==> src/rtl/alu8_pkg.sv <==
package alu8_pkg;
    localparam int DATA_W = 8;
    localparam int OP_W   = 5;

    typedef enum logic [OP_W-1:0] {
        OP_ADD  = 5'd0,  OP_ADDC = 5'd1,  OP_SUB  = 5'd2,  OP_SUBC = 5'd3,
        OP_CMP  = 5'd4,  OP_AND  = 5'd5,  OP_OR   = 5'd6,  OP_XOR  = 5'd7,
        OP_TEST = 5'd8,  OP_LOAD = 5'd9,  OP_SL0  = 5'd10, OP_SL1  = 5'd11,
        OP_SLX  = 5'd12, OP_SLA  = 5'd13, OP_SR0  = 5'd14, OP_SR1  = 5'd15,
        OP_SRX  = 5'd16, OP_SRA  = 5'd17, OP_RL   = 5'd18, OP_RR   = 5'd19
    } alu_op_e;

    typedef enum logic [1:0] {
        CLS_ARITH = 2'd0,
        CLS_LOGIC = 2'd1,
        CLS_SHIFT = 2'd2,
        CLS_NONE  = 2'd3
    } op_class_e;

    function automatic op_class_e classify(input logic [OP_W-1:0] op);
        if (op <= 5'd4)       return CLS_ARITH;
        else if (op <= 5'd9)  return CLS_LOGIC;
        else if (op <= 5'd19) return CLS_SHIFT;
        else                  return CLS_NONE;
    endfunction
endpackage

==> src/rtl/alu8_arith.sv <==
module alu8_arith
    import alu8_pkg::*;
#(
    parameter int W = DATA_W
) (
    input  logic [OP_W-1:0] op,
    input  logic [W-1:0]    a,
    input  logic [W-1:0]    b,
    input  logic            cin,
    output logic [W-1:0]    res,
    output logic            cout
);
    localparam int EXT_W = W + 1;

    logic [EXT_W-1:0] sum_ext;
    logic [EXT_W-1:0] dif_ext;
    logic             use_cin;

    always_comb begin
        use_cin = (op == OP_ADDC) || (op == OP_SUBC);
        sum_ext = {1'b0, a} + {1'b0, b} + {{W{1'b0}}, use_cin & cin};
        dif_ext = {1'b0, a} - {1'b0, b} - {{W{1'b0}}, use_cin & cin};
        if (op == OP_ADD || op == OP_ADDC) begin
            res  = sum_ext[W-1:0];
            cout = sum_ext[W];
        end else begin
            res  = dif_ext[W-1:0];
            cout = dif_ext[W];
        end
    end
endmodule

==> src/rtl/alu8_logic.sv <==
module alu8_logic
    import alu8_pkg::*;
#(
    parameter int W = DATA_W
) (
    input  logic [OP_W-1:0] op,
    input  logic [W-1:0]    a,
    input  logic [W-1:0]    b,
    input  logic            cin,
    output logic [W-1:0]    res,
    output logic            cout
);
    always_comb begin
        res  = '0;
        cout = 1'b0;
        unique case (op)
            OP_AND:  res = a & b;
            OP_OR:   res = a | b;
            OP_XOR:  res = a ^ b;
            OP_TEST: begin
                res  = a & b;
                cout = ^(a & b);
            end
            OP_LOAD: begin
                res  = b;
                cout = cin;
            end
            default: begin
                res  = '0;
                cout = 1'b0;
            end
        endcase
    end
endmodule

==> src/rtl/alu8_shift.sv <==
module alu8_shift
    import alu8_pkg::*;
#(
    parameter int W = DATA_W
) (
    input  logic [OP_W-1:0] op,
    input  logic [W-1:0]    a,
    input  logic            cin,
    output logic [W-1:0]    res,
    output logic            cout
);
    logic fill;
    logic go_left;

    always_comb begin
        go_left = (op >= OP_SL0 && op <= OP_SLA) || (op == OP_RL);
        unique case (op)
            OP_SL0, OP_SR0: fill = 1'b0;
            OP_SL1, OP_SR1: fill = 1'b1;
            OP_SLX:         fill = a[0];
            OP_SRX:         fill = a[W-1];
            OP_SLA, OP_SRA: fill = cin;
            OP_RL:          fill = a[W-1];
            OP_RR:          fill = a[0];
            default:        fill = 1'b0;
        endcase
        if (go_left) begin
            res  = {a[W-2:0], fill};
            cout = a[W-1];
        end else begin
            res  = {fill, a[W-1:1]};
            cout = a[0];
        end
    end
endmodule

==> src/rtl/alu8_core.sv <==
module alu8_core
    import alu8_pkg::*;
#(
    parameter int W = DATA_W
) (
    input  logic            clk,
    input  logic            rst_n,
    input  logic [OP_W-1:0] op_i,
    input  logic            imm_sel_i,
    input  logic [W-1:0]    reg_a_i,
    input  logic [W-1:0]    reg_b_i,
    input  logic [W-1:0]    imm_i,
    input  logic            carry_i,
    input  logic            zero_i,
    output logic [W-1:0]    result_o,
    output logic            zero_o,
    output logic            carry_o,
    output logic            wr_o
);
    logic [W-1:0] opnd_b;
    logic [W-1:0] ar_res, lg_res, sh_res;
    logic         ar_c, lg_c, sh_c;
    logic [W-1:0] nx_res;
    logic         nx_z, nx_c, nx_wr;
    op_class_e    cls;

    logic [W-1:0] s_result;
    logic         s_zero, s_carry, s_wr;
    logic         live_q;

    assign opnd_b = imm_sel_i ? imm_i : reg_b_i;
    assign cls    = classify(op_i);

    alu8_arith #(.W(W)) u_arith (
        .op(op_i), .a(reg_a_i), .b(opnd_b), .cin(carry_i),
        .res(ar_res), .cout(ar_c)
    );
    alu8_logic #(.W(W)) u_logic (
        .op(op_i), .a(reg_a_i), .b(opnd_b), .cin(carry_i),
        .res(lg_res), .cout(lg_c)
    );
    alu8_shift #(.W(W)) u_shift (
        .op(op_i), .a(reg_a_i), .cin(carry_i),
        .res(sh_res), .cout(sh_c)
    );

    always_comb begin
        nx_res = '0;
        nx_c   = carry_i;
        nx_z   = zero_i;
        nx_wr  = 1'b0;
        unique case (cls)
            CLS_ARITH: begin
                nx_res = ar_res;
                nx_c   = ar_c;
                nx_z   = (ar_res == '0);
                nx_wr  = (op_i != OP_CMP);
            end
            CLS_LOGIC: begin
                nx_res = lg_res;
                nx_c   = lg_c;
                nx_z   = (op_i == OP_LOAD) ? zero_i : (lg_res == '0);
                nx_wr  = (op_i != OP_TEST);
            end
            CLS_SHIFT: begin
                nx_res = sh_res;
                nx_c   = sh_c;
                nx_z   = (sh_res == '0);
                nx_wr  = 1'b1;
            end
            CLS_NONE: begin
                nx_res = '0;
                nx_c   = carry_i;
                nx_z   = zero_i;
                nx_wr  = 1'b0;
            end
        endcase
    end

    always_ff @(posedge clk) begin
        if (!rst_n) begin
            s_result <= '0;
            s_zero   <= 1'b0;
            s_carry  <= 1'b0;
            s_wr     <= 1'b0;
            live_q   <= 1'b0;
        end else begin
            s_result <= nx_res;
            s_zero   <= nx_z;
            s_carry  <= nx_c;
            s_wr     <= nx_wr;
            live_q   <= 1'b1;
        end
    end

    assign result_o = s_result;
    assign zero_o   = s_zero;
    assign carry_o  = s_carry;
    assign wr_o     = s_wr;

    assert_logic_clears_carry_R4: assert property (@(posedge clk) disable iff (!rst_n)
        live_q && ($past(op_i) inside {OP_AND, OP_OR, OP_XOR}) |-> !carry_o);

    assert_cmp_no_write_R5: assert property (@(posedge clk) disable iff (!rst_n)
        live_q && ($past(op_i) == OP_CMP) |-> !wr_o && (zero_o == ($past(reg_a_i) == $past(opnd_b))));

    assert_test_no_write_R6: assert property (@(posedge clk) disable iff (!rst_n)
        live_q && ($past(op_i) == OP_TEST) |-> !wr_o && (carry_o == ^result_o));

    assert_load_holds_flags_R7: assert property (@(posedge clk) disable iff (!rst_n)
        live_q && ($past(op_i) == OP_LOAD) |-> zero_o == $past(zero_i) && carry_o == $past(carry_i));

    assert_rotate_keeps_ones_R10: assert property (@(posedge clk) disable iff (!rst_n)
        live_q && ($past(op_i) inside {OP_RL, OP_RR}) |-> $countones(result_o) == $countones($past(reg_a_i)));

    assert_zero_tracks_result_R11: assert property (@(posedge clk) disable iff (!rst_n)
        live_q && ($past(op_i) < 5'd20) && ($past(op_i) != OP_LOAD) |-> zero_o == (result_o == '0));

    assert_reset_clears_R12: assert property (@(posedge clk)
        $past(rst_n) == 1'b0 && live_q == 1'b0 |-> result_o == '0 && !wr_o && !zero_o && !carry_o);
endmodule

==> config.mk <==
export PLATFORM = sky130hd
export DESIGN_NAME = alu8_core
export DESIGN_NICKNAME = d
export VERILOG_FILES = /design/src/rtl/alu8_pkg.sv /design/src/rtl/alu8_arith.sv /design/src/rtl/alu8_logic.sv /design/src/rtl/alu8_shift.sv /design/src/rtl/alu8_core.sv
export SDC_FILE = /design/constraint.sdc
export NUM_CORES = 1
export LEC_CHECK = 0
export ABC_AREA = 1
export BUFFER_PORTS_ARGS = -buffer_cell sky130_fd_sc_hd__buf_2
export CORE_MARGIN = 3
export CORE_UTILIZATION = 45
export DETAILED_ROUTE_END_ITERATION = 10
export PLACE_DENSITY = 0.66
export SYNTH_ARGS = -nofsm -noshare
export SYNTH_HDL_FRONTEND = slang
export SYNTH_HIERARCHICAL = 1
export SYNTH_SLANG_ARGS = --single-unit
export TNS_END_PERCENT = 30
==> constraint.sdc <==
create_clock -name clk -period 4 [get_ports clk]
set_input_delay 0.8 -clock clk [delete_from_list [all_inputs] [get_ports clk]]
set_output_delay 0.8 -clock clk [all_outputs]
set_load 0.05 [all_outputs]
==> results of run 1 <==
## layer usage
metal | GRT usage (%) | up-vias
met5 | 0 | -
met4 | 6.33 | 0
met3 | 1.94 | 14
met2 | 37.1 | 96
met1 | 28.2 | 1315
li1 | - | 1604
## per-stage QoR
stage,util [%],std cells,hold slack (ns),total power [mW]
2_1_floorplan,-,486,0.898,0.458
3_3_place_gp,52.0,603,1.05,0.563
3_5_place_dp,52.0,603,1.04,0.567
4_1_cts,52.7,607,0.799,0.674
5_1_grt,52.7,607,0.809,0.744
6_report,52.7,607,0.805,0.670
## critical path, cell delays in order
cell	delay, ns
buf_2	0.20
mux2_2	0.41
ha_1	0.36
inv_2	0.08
ha_1	0.38
nand2_1	0.11
inv_1	0.06
a21oi_2	0.14
nand3_1	0.09
nand3_1	0.08
nand2_1	0.08
nor2_1	0.10
nand4_1	0.09
or2_1	0.21
nand3_1	0.08
nand2_1	0.05
inv_1	0.04
## area by class of cell
type,instances,area [µm²],share of cell area [%]
repair buffers,45,228,7.17
clock buffers,4,45.0,1.42
inverters,91,342,10.8
flip-flops and latches,11,220,6.93
multi-input cells,381,2250,70.8
well taps,75,93.8,2.96
## final timing paths
| check | endpoint | depth (start not counted) |
|---|---|---|
| setup / recovery | zero_o | 17 |
| hold / removal | zero_o | 3 |
## cell families after synthesis
group           after synthesis  share of synthesized area, %
compound gates               39                          9.49
mux                           8                          3.18
fa+ha+maj                    41                          19.2
xor+xnor                      4                          1.24
flops                        11                          7.77
simple gates                289                          46.2
buf+inv                      94                          13.0
## sequential cells by signal, summed over array words and instances, names as in the netlist
signal / flops
wr_o: 1
result_o: 8
carry_o: 1
zero_o: 1
## Yosys cell counts (2+ instances only)
library cell,count,area (µm²)
inv_1,78,293
nand2_1,178,668
inv_2,12,45.0
or2_0,5,31.3
nor2_1,37,139
o21ai_1,10,50.1
a31oi_1,8,50.1
nand3_2,3,30.0
nand4_1,10,62.6
buf_6,2,22.5
a21oi_2,4,35.0
a21oi_1,6,30.0
nand3_1,28,140
nand3b_1,6,45.0
nand2_2,6,37.5
nor2_4,5,56.3
dfxtp_1,11,220
o21ai_0,4,20.0
ha_1,37,463
mux2_2,8,90.1
fa_1,4,80.1
xor2_1,3,26.3
o21ai_2,2,17.5
nor2_2,3,18.8
## power breakdown
| group | internal (mW) | total, mW | switching [mW] |
|---|---|---|---|
| registers | 0.120 | 0.122 | 0.00221 |
| clock network | 0.0694 | 0.105 | 0.0351 |
| logic | 0.152 | 0.443 | 0.291 |
==> results.py, run 1 <==
metrics = {
    "detailed_routing": {
        "ant_nets": 0,
        "vias": 3029,
        "wl_met3_um": 522,
        "drcViolationCount": 0,
        "wl_um": 7480,
        "post_drt_wl_per_cell_um": 12.3,
        "wl_met1_um": 3380,
        "vias_per_cell": 4.99,
        "dr.pass1.iters": 4,
        "drtIter0Drc": 191,
        "met2_wirelength_um": 3400,
        "topRoutingLayerUsed": "met4",
    },
    "yosys": {
        "synth.distinct_cells": 40,
        "synthFlopType": "dfxtp_1",
        "synth_edf_count": 0,
        "async_reset_ff_share_pct": 0,
        "syn-num-nets": 561,
        "ys_ff_latch": 11,
        "netlist_area_um2": 2840,
        "seq_area_frac_synth_pct": 7.77,
        "avgSynthCellArea_um2": 5.83,
        "yosys_warnings": 6,
        "netlist_instances": 486,
    },
    "floorplanning": {
        "dieArea_um2": 7290,
        "initial_core_util_pct": 47.1,
        "core_area_um2": 6030,
        "die_w_um": 85.4,
        "die_h_um": 85.4,
        "io_pins": 45,
        "placementRows": 28,
    },
    "cts": {
        "clk_path_buf_depth": 2,
        "postCtsSetupBuffers": 0,
        "h-tree-depth": 1,
        "cts_buffers": 3,
        "hold_buffers": 0,
        "cts_sinks": 11,
        "clkTransAtPathRegs_ns": 0.04,
        "cts.repair.resized": 0,
        "cts_root_buf": "clkbuf_8",
        "cts_tree": "built",
    },
    "worst_setup_path": {
        "critical_path.max_fanout": 8,
        "critPathLaunch": "imm_sel_i",
        "critical_path_class": "in2reg",
        "start_kind": "input port",
        "worst_setup_path_end_kind": "register",
        "worstPathRequired_ns": 4.18,
        "arrival_ns": 3.35,
    },
    "finish": {
        "fillCellCount": 665,
        "design_area_um2": 3180,
        "area_growth_syn_to_layout_pct": 12.0,
        "final_common_cell": "nand2_1",
        "final_layout_size_suffix_gt1_share_pct": 18.6,
        "antennaDiodeCount": 0,
        "final_cell_mix": "nand2_1, inv_1, buf_2",
        "fin_nets": 608,
    },
    "job": {
        "cap_violations": 0,
    },
    "global_routing": {
        "grt_usage_pct": 21.5,
        "antenna_found_initial": 0,
        "grt_max_degree": 16,
        "grt_pass1_vias": 2841,
        "grt_overflow": 0,
        "grt_pass1_wl_um": 12900,
    },
    "timing": {
        "period_minus_slack_ns": 3.17,
        "max-slew-margin-rel_pct": 76.5,
        "fin_crit_sh_pct": 79.3,
        "hold_viol_final": 0,
        "max_freq_mhz": 315,
        "tightest_slew_ns": 0.350,
        "fin_setup_tns_ns": 0,
        "setup_violations": 0,
        "setup_ws_ns": 0.827,
        "rsz0062_at_grt": "false",
        "finalMaxSlewViolations": 0,
    },
    "placed_design": {
        "post-place-ws_ns": 0.587,
        "place_congestion": 0.910,
        "io_buffers": 44,
        "post-dp-hpwl_um": 6440,
        "post_dp_cell_area_um2": 3130,
    },
    "power": {
        "vdd_drop_max_uv": 228,
        "p_leak_nw": 1.81,
        "p_per_area_nw_per_um2": 211,
    },
    "worst_hold_path": {
        "hp-class": "in2reg",
        "hold_start": "rst_n",
    },
    "status": {
        "status": "finished, final reports clean",
    },
}
Note: power is estimated with default switching activity, not from simulation.
==> run 2, diff against run 1 <==
PLACE_DENSITY = 0.68   (was 0.66)
clock period = 2.8 ns   (was 4 ns; I/O delays follow)
==> run 2 against run 1 <==
  * Clock-buffer cell count unchanged
  * Via count rose by 6.5%
  * Critical path depth stayed put
  * Non-clock buffer count is 40 higher
  * Critical endpoint unchanged
  * Largest cell class unchanged
==> results.py, run 2 (synthesis gave the netlist of run 1 again) <==
metrics = {
    "worst_setup_path": {
        "path_buf_inv": 3,
        "path_delay_family": "simple AND/OR/NAND/NOR gates",
        "critical_path_class": "in2reg",
        "cp_slowest_cell": "fa_1",
        "critical_path.max_fanout": 7,
        "cp_cell_sequence": "buf_6 > mux2_4 > fa_1 > inv_1 > ha_2 > o21ai_2 > nand2_2 > nand2_2 > nand3_1 > nand3_1 > nand2_1 > nor2_1 > nand4_1 > or2_1 > nand3_1 > nand2_1 > inv_1",
        "cp_common_cell": "nand3_1",
        "worstPathRequired_ns": 2.98,
        "worst_setup_path_end_kind": "register",
        "start_kind": "input port",
        "cp_slowest_stage_delay_ns": 0.53,
        "arrival_ns": 2.81,
    },
    "cts": {
        "hold_buffers": 0,
        "cts_root_buf": "clkbuf_8",
        "h-tree-depth": 1,
        "cts_buffers": 3,
        "cts_sinks": 11,
        "clkTransAtPathRegs_ns": 0.05,
        "clk_path_buf_depth": 2,
        "cts_tree": "built",
    },
    "timing": {
        "tightest_slew_ns": 0.255,
        "whs_ns": 0.570,
        "setup_violations": 0,
        "hold_viol_final": 0,
        "max_freq_mhz": 380,
        "fin_setup_tns_ns": 0,
        "max-slew-margin-rel_pct": 83.0,
        "finalMaxSlewViolations": 0,
        "fin_crit_sh_pct": 94.0,
        "period_minus_slack_ns": 2.63,
    },
    "placed_design": {
        "post-dp-hpwl_um": 6720,
        "post_dp_cell_area_um2": 3460,
        "dp_cells": 642,
        "place_congestion": 0.917,
        "io_buffers": 44,
    },
    "detailed_routing": {
        "ant_nets": 0,
        "vias": 3226,
        "drcViolationCount": 0,
        "drtIter0Drc": 185,
        "wl_um": 7810,
        "post_drt_wl_per_cell_um": 12.1,
        "dr.pass1.iters": 7,
        "vias_per_cell": 4.99,
    },
    "finish": {
        "fin_nets": 648,
        "area_growth_syn_to_layout_pct": 25.9,
        "design_area_um2": 3570,
        "final_cell_mix": "nand2_1, inv_1, buf_2",
        "final_common_cell": "nand2_1",
        "antennaDiodeCount": 0,
        "stdcell_count": 647,
        "largest_reg_flops": 8,
        "final_layout_size_suffix_gt1_share_pct": 26.4,
    },
    "global_routing": {
        "grt_pass1_wl_um": 12600,
        "antenna_found_initial": 0,
        "grt_max_degree": 15,
        "grt_overflow": 0,
        "grt_pass1_vias": 2899,
        "grt_usage_pct": 21.1,
    },
    "floorplanning": {
        "core_area_um2": 6030,
        "dieArea_um2": 7290,
        "io_pins": 45,
        "placementRows": 28,
        "initial_core_util_pct": 47.1,
        "die_h_um": 85.4,
        "die_w_um": 85.4,
    },
    "power": {
        "p_total_mw": 1.10,
        "p_per_area_nw_per_um2": 309,
        "vdd_drop_max_uv": 326,
        "p_leak_nw": 2.01,
    },
    "status": {
        "status": "finished, final reports clean",
    },
    "job": {
        "cap_violations": 0,
    },
    "worst_hold_path": {
        "hp-class": "in2reg",
    },
}
## run 2: cell types whose count changed in the layout (fill, tap and decap cells not counted), moves of 2 or more
cell / before / now
buf_4: 1 / 41
fa_1: 4 / 2
fa_2: 0 / 2
ha_1: 37 / 31
ha_4: 0 / 5
mux2_2: 8 / 6
mux2_4: 0 / 2
## run 2: final timing paths
kind	cells past startpoint	slack, ns	to	startpoint
setup / recovery	17	0.17	zero_o	imm_sel_i
hold / removal	3	0.57	zero_o	rst_n
## run 2: final cells by class
class / instances / area [µm²]
inverters: 91 / 342
repair buffers: 85 / 534
well taps: 75 / 93.8
clock buffers: 4 / 45.0
multi-input cells: 381 / 2340
fillers: 621 / 2450
flip-flops and latches: 11 / 220
## run 2: through the flow
| step | utilization (%) | setup WS (ns) |
|---|---|---|
| 2_1_floorplan | - | -0.0345 |
| 3_3_place_gp | 57.4 | -0.168 |
| 3_5_place_dp | 57.4 | -0.212 |
| 4_1_cts | 58.1 | 0.0258 |
| 5_1_grt | 59.3 | -0.0169 |
| 6_report | 59.3 | 0.167 |
## run 2: layer usage
metal	vias up	share of wire, %	track usage (%)
met2	90	49	37.9
met5	-	0	0
met3	6	5.3	0.680
li1	1690	-	-
met4	0	1.0	4.75
met1	1440	45	27.9
## run 2: report_power, final
group / switching, mW / leakage (nW) / internal, mW
Clock: 0.0516 / 0.0228 / 0.0993
Combinational: 0.454 / 1.90 / 0.326
Sequential: 0.00280 / 0.0907 / 0.171
## run 2: what timing repair did
action | CTS | global route
endpoints found under the hold margin | 0 | 0
endpoints found under the setup margin | 0 | 4
gates resized for setup | 0 | 12
buffers inserted | 0 | 1
==> run 3, diff against run 2 <==
PLACE_DENSITY = 0.69   (was 0.68)
SYNTH_HIERARCHICAL = default   (was 1)
==> run 3 against run 2 <==
  * Via count is 5.9% lower
  * Critical path type unchanged
  * Cell count is 12% lower
  * Sequential power hardly changed
  * Clock power is 7% higher
  * Area after synthesis is 14% lower
  * Combinational power is 12% lower
  * Maximum frequency is 1.5% lower
  * Routed wire length is 6.5% higher
  * First-iteration DRC count is 7.0% higher
  * Critical path depth is 2 higher
==> results.py, run 3 <==
metrics = {
    "power": {
        "p_leak_nw": 1.72,
        "switchingPower_mw": 0.488,
        "clockPowerShare_pct": 15.7,
        "swShare_pct": 47.7,
        "vdd_drop_max_uv": 211,
        "p_total_mw": 1.02,
        "seqPwrFrac_pct": 17.2,
        "p_int_mw": 0.535,
        "pwr-share-comb_pct": 67.1,
        "p_per_area_nw_per_um2": 329,
    },
    "floorplanning": {
        "initial_core_util_pct": 47.2,
        "placementRows": 26,
        "dieArea_um2": 6340,
        "die_w_um": 79.7,
        "io_pins": 45,
        "core_area_um2": 5170,
        "die_h_um": 79.7,
    },
    "cts": {
        "hold_buffers": 0,
        "cts_tree": "built",
        "cts_sinks": 11,
        "clkTransAtPathRegs_ns": 0.05,
        "cts_root_buf": "clkbuf_8",
        "h-tree-depth": 1,
        "clk_path_buf_depth": 2,
        "cts_buffers": 3,
    },
    "timing": {
        "tightest_slew_ns": 0.414,
        "period_minus_slack_ns": 2.67,
        "setup_ws_ns": 0.126,
        "hold_viol_final": 0,
        "whs_ns": 0.568,
        "max-slew-margin-rel_pct": 72.3,
        "finalMaxSlewViolations": 0,
        "fin_crit_sh_pct": 95.5,
        "rsz0062_at_grt": "true",
        "max_freq_mhz": 374,
        "setup_violations": 0,
    },
    "status": {
        "status": "finished, final reports clean",
    },
    "finish": {
        "largest_reg_flops": 8,
        "antennaDiodeCount": 0,
        "final_common_cell": "nand2_1",
        "area_growth_syn_to_layout_pct": 27.5,
        "final_layout_size_suffix_gt1_share_pct": 24.1,
        "fin_nets": 567,
        "design_area_um2": 3110,
        "utilization_pct": 60.2,
        "final_cell_mix": "nand2_1, inv_1, buf_2, buf_4, nor2_1",
    },
    "detailed_routing": {
        "wl_um": 8310,
        "post_drt_wl_per_cell_um": 14.6,
        "vias": 3037,
        "drcViolationCount": 0,
        "dr.pass1.iters": 4,
        "ant_nets": 0,
        "drtIter0Drc": 198,
        "vias_per_cell": 5.35,
    },
    "worst_setup_path": {
        "critical_path.max_fanout": 2,
        "worst_setup_path_end_kind": "register",
        "path_delay_family": "simple AND/OR/NAND/NOR gates",
        "cp_slowest_stage_delay_ns": 0.39,
        "critical_path_class": "in2reg",
        "start_kind": "input port",
        "cp_cell_sequence": "buf_2 > inv_4 > nand2_2 > nor3_4 > buf_4 > fa_2 > fa_1 > inv_1 > nor2_1 > buf_4 > nor2_1 > o21ai_0 > nand3_1 > nand2_1 > nor3_2 > nand3_2 > nand3_2 > nand2_1 > inv_1",
        "worstPathRequired_ns": 2.99,
        "cp_slowest_cell": "fa_1",
        "path_buf_inv": 6,
        "arrival_ns": 2.86,
    },
    "yosys": {
        "synth_edf_count": 0,
        "seq_area_frac_synth_pct": 9.02,
        "netlist_area_um2": 2440,
        "synthFlopType": "dfxtp_1",
        "synthTopCellsByCount": "nand2_1, inv_1, nand3_1, nor2_1, ha_1",
        "synth_top_area_share_pct": 16.1,
        "netlist_instances": 416,
        "async_reset_ff_share_pct": 0,
        "synthTopCellsByArea": "nand2_1, ha_1, inv_1, dfxtp_1, nand3_1",
        "yosys_warnings": 0,
        "yosysMostFrequentCell": "nand2_1",
        "synth.distinct_cells": 36,
        "avgSynthCellArea_um2": 5.87,
        "yosys.area.top_type": "nand2_1",
        "syn-num-nets": 484,
        "ys_ff_latch": 11,
    },
    "placed_design": {
        "post-dp-hpwl_um": 6950,
        "place_congestion": 1.02,
        "post-place-ws_ns": -0.195,
        "post_dp_cell_area_um2": 3000,
        "io_buffers": 44,
    },
    "global_routing": {
        "grt_overflow": 0,
        "antenna_found_initial": 0,
        "grt_usage_pct": 26.6,
        "grt_max_degree": 20,
        "grt_pass1_vias": 2879,
        "grt_pass1_wl_um": 13200,
    },
    "worst_hold_path": {
        "hp-class": "in2reg",
        "hold_start": "rst_n",
        "hold_depth": 3,
        "whs_endpoint": "result_o[2]",
    },
    "job": {
        "cap_violations": 0,
    },
}
==> run 3: changes by cell type in the layout (fill, tap and decap cells not counted), sizes merged, moves of 3 or more <==
cell,previous run,this run
o21ai,17,25
or2,7,4
o211ai,0,4
a21oi,11,24
nand2,185,108
inv,90,71
a31oi,8,3
mux2,8,0
ha,37,30
xnor2,1,4
nand3,31,43
==> run 3: final cells by class <==
| cell class | instances | area [µm²] |
|---|---|---|
| flip-flops and latches | 11 | 220 |
| multi-input cells | 324 | 1930 |
| inverters | 73 | 277 |
| fillers | 547 | 2060 |
| clock buffers | 4 | 45.0 |
| repair buffers | 86 | 552 |
| well taps | 70 | 87.6 |
==> run 3: worst max-delay path by stage <==
stage,startpoint,endpoint,slack (ns),depth (start not counted)
floorplan,op_i[2],zero_o,0.02,18
CTS,op_i[3],zero_o,0.04,17
finish,op_i[4],zero_o,0.13,19
global route,op_i[0],zero_o,-0.07,19
detailed placement,op_i[3],zero_o,-0.19,18
global placement,op_i[3],zero_o,-0.14,18
==> run 3: cell families (layout without fill, tap and decap cells) <==
logic type	after synthesis	count (layout)	share of synthesized area, %
flip-flops	11	11	9.02
adder cells (fa/ha/maj)	34	34	18.7
XOR/XNOR	9	9	3.23
AO/OA/AOI/OAI	60	60	13.8
buffers and inverters	81	163	13.8
AND/OR/NAND/NOR	221	221	41.4
==> run 3: routing by layer <==
metal	part of all wire (%)	routed length, µm	global-route usage, %
met3	7.4	615	2.93
met5	0	0	0
met4	3.2	267	8.59
met2	47	3930	47.3
met1	42	3500	33.1
==> run 3: power by group through the flow <==
stage               sequential (mW)  clock (mW)  combinational [mW]
floorplan                     0.233           0               0.375
global placement              0.178           0               0.651
detailed placement            0.178           0               0.660
CTS                           0.176       0.164               0.663
global route                  0.176       0.172               0.753
finish                        0.176       0.161               0.687
==> run 3: worst min-delay path, cell delays in order <==
cell and delay (ns):
buf_2 0.12, nand2_1 0.06, inv_1 0.04
==> run 3: through the flow <==
step | std cells | TNS, ns
3_3_place_gp | 562 | -0.343
3_5_place_dp | 562 | -0.628
6_report | 568 | 0
4_1_cts | 566 | 0
2_1_floorplan | 416 | 0
5_1_grt | 568 | -0.0943
==> run 3: repair_timing <==
item | in CTS | in global routing
resized for setup | 0 | 13
endpoints found under the setup margin | 0 | 6
buffers inserted | 0 | 2
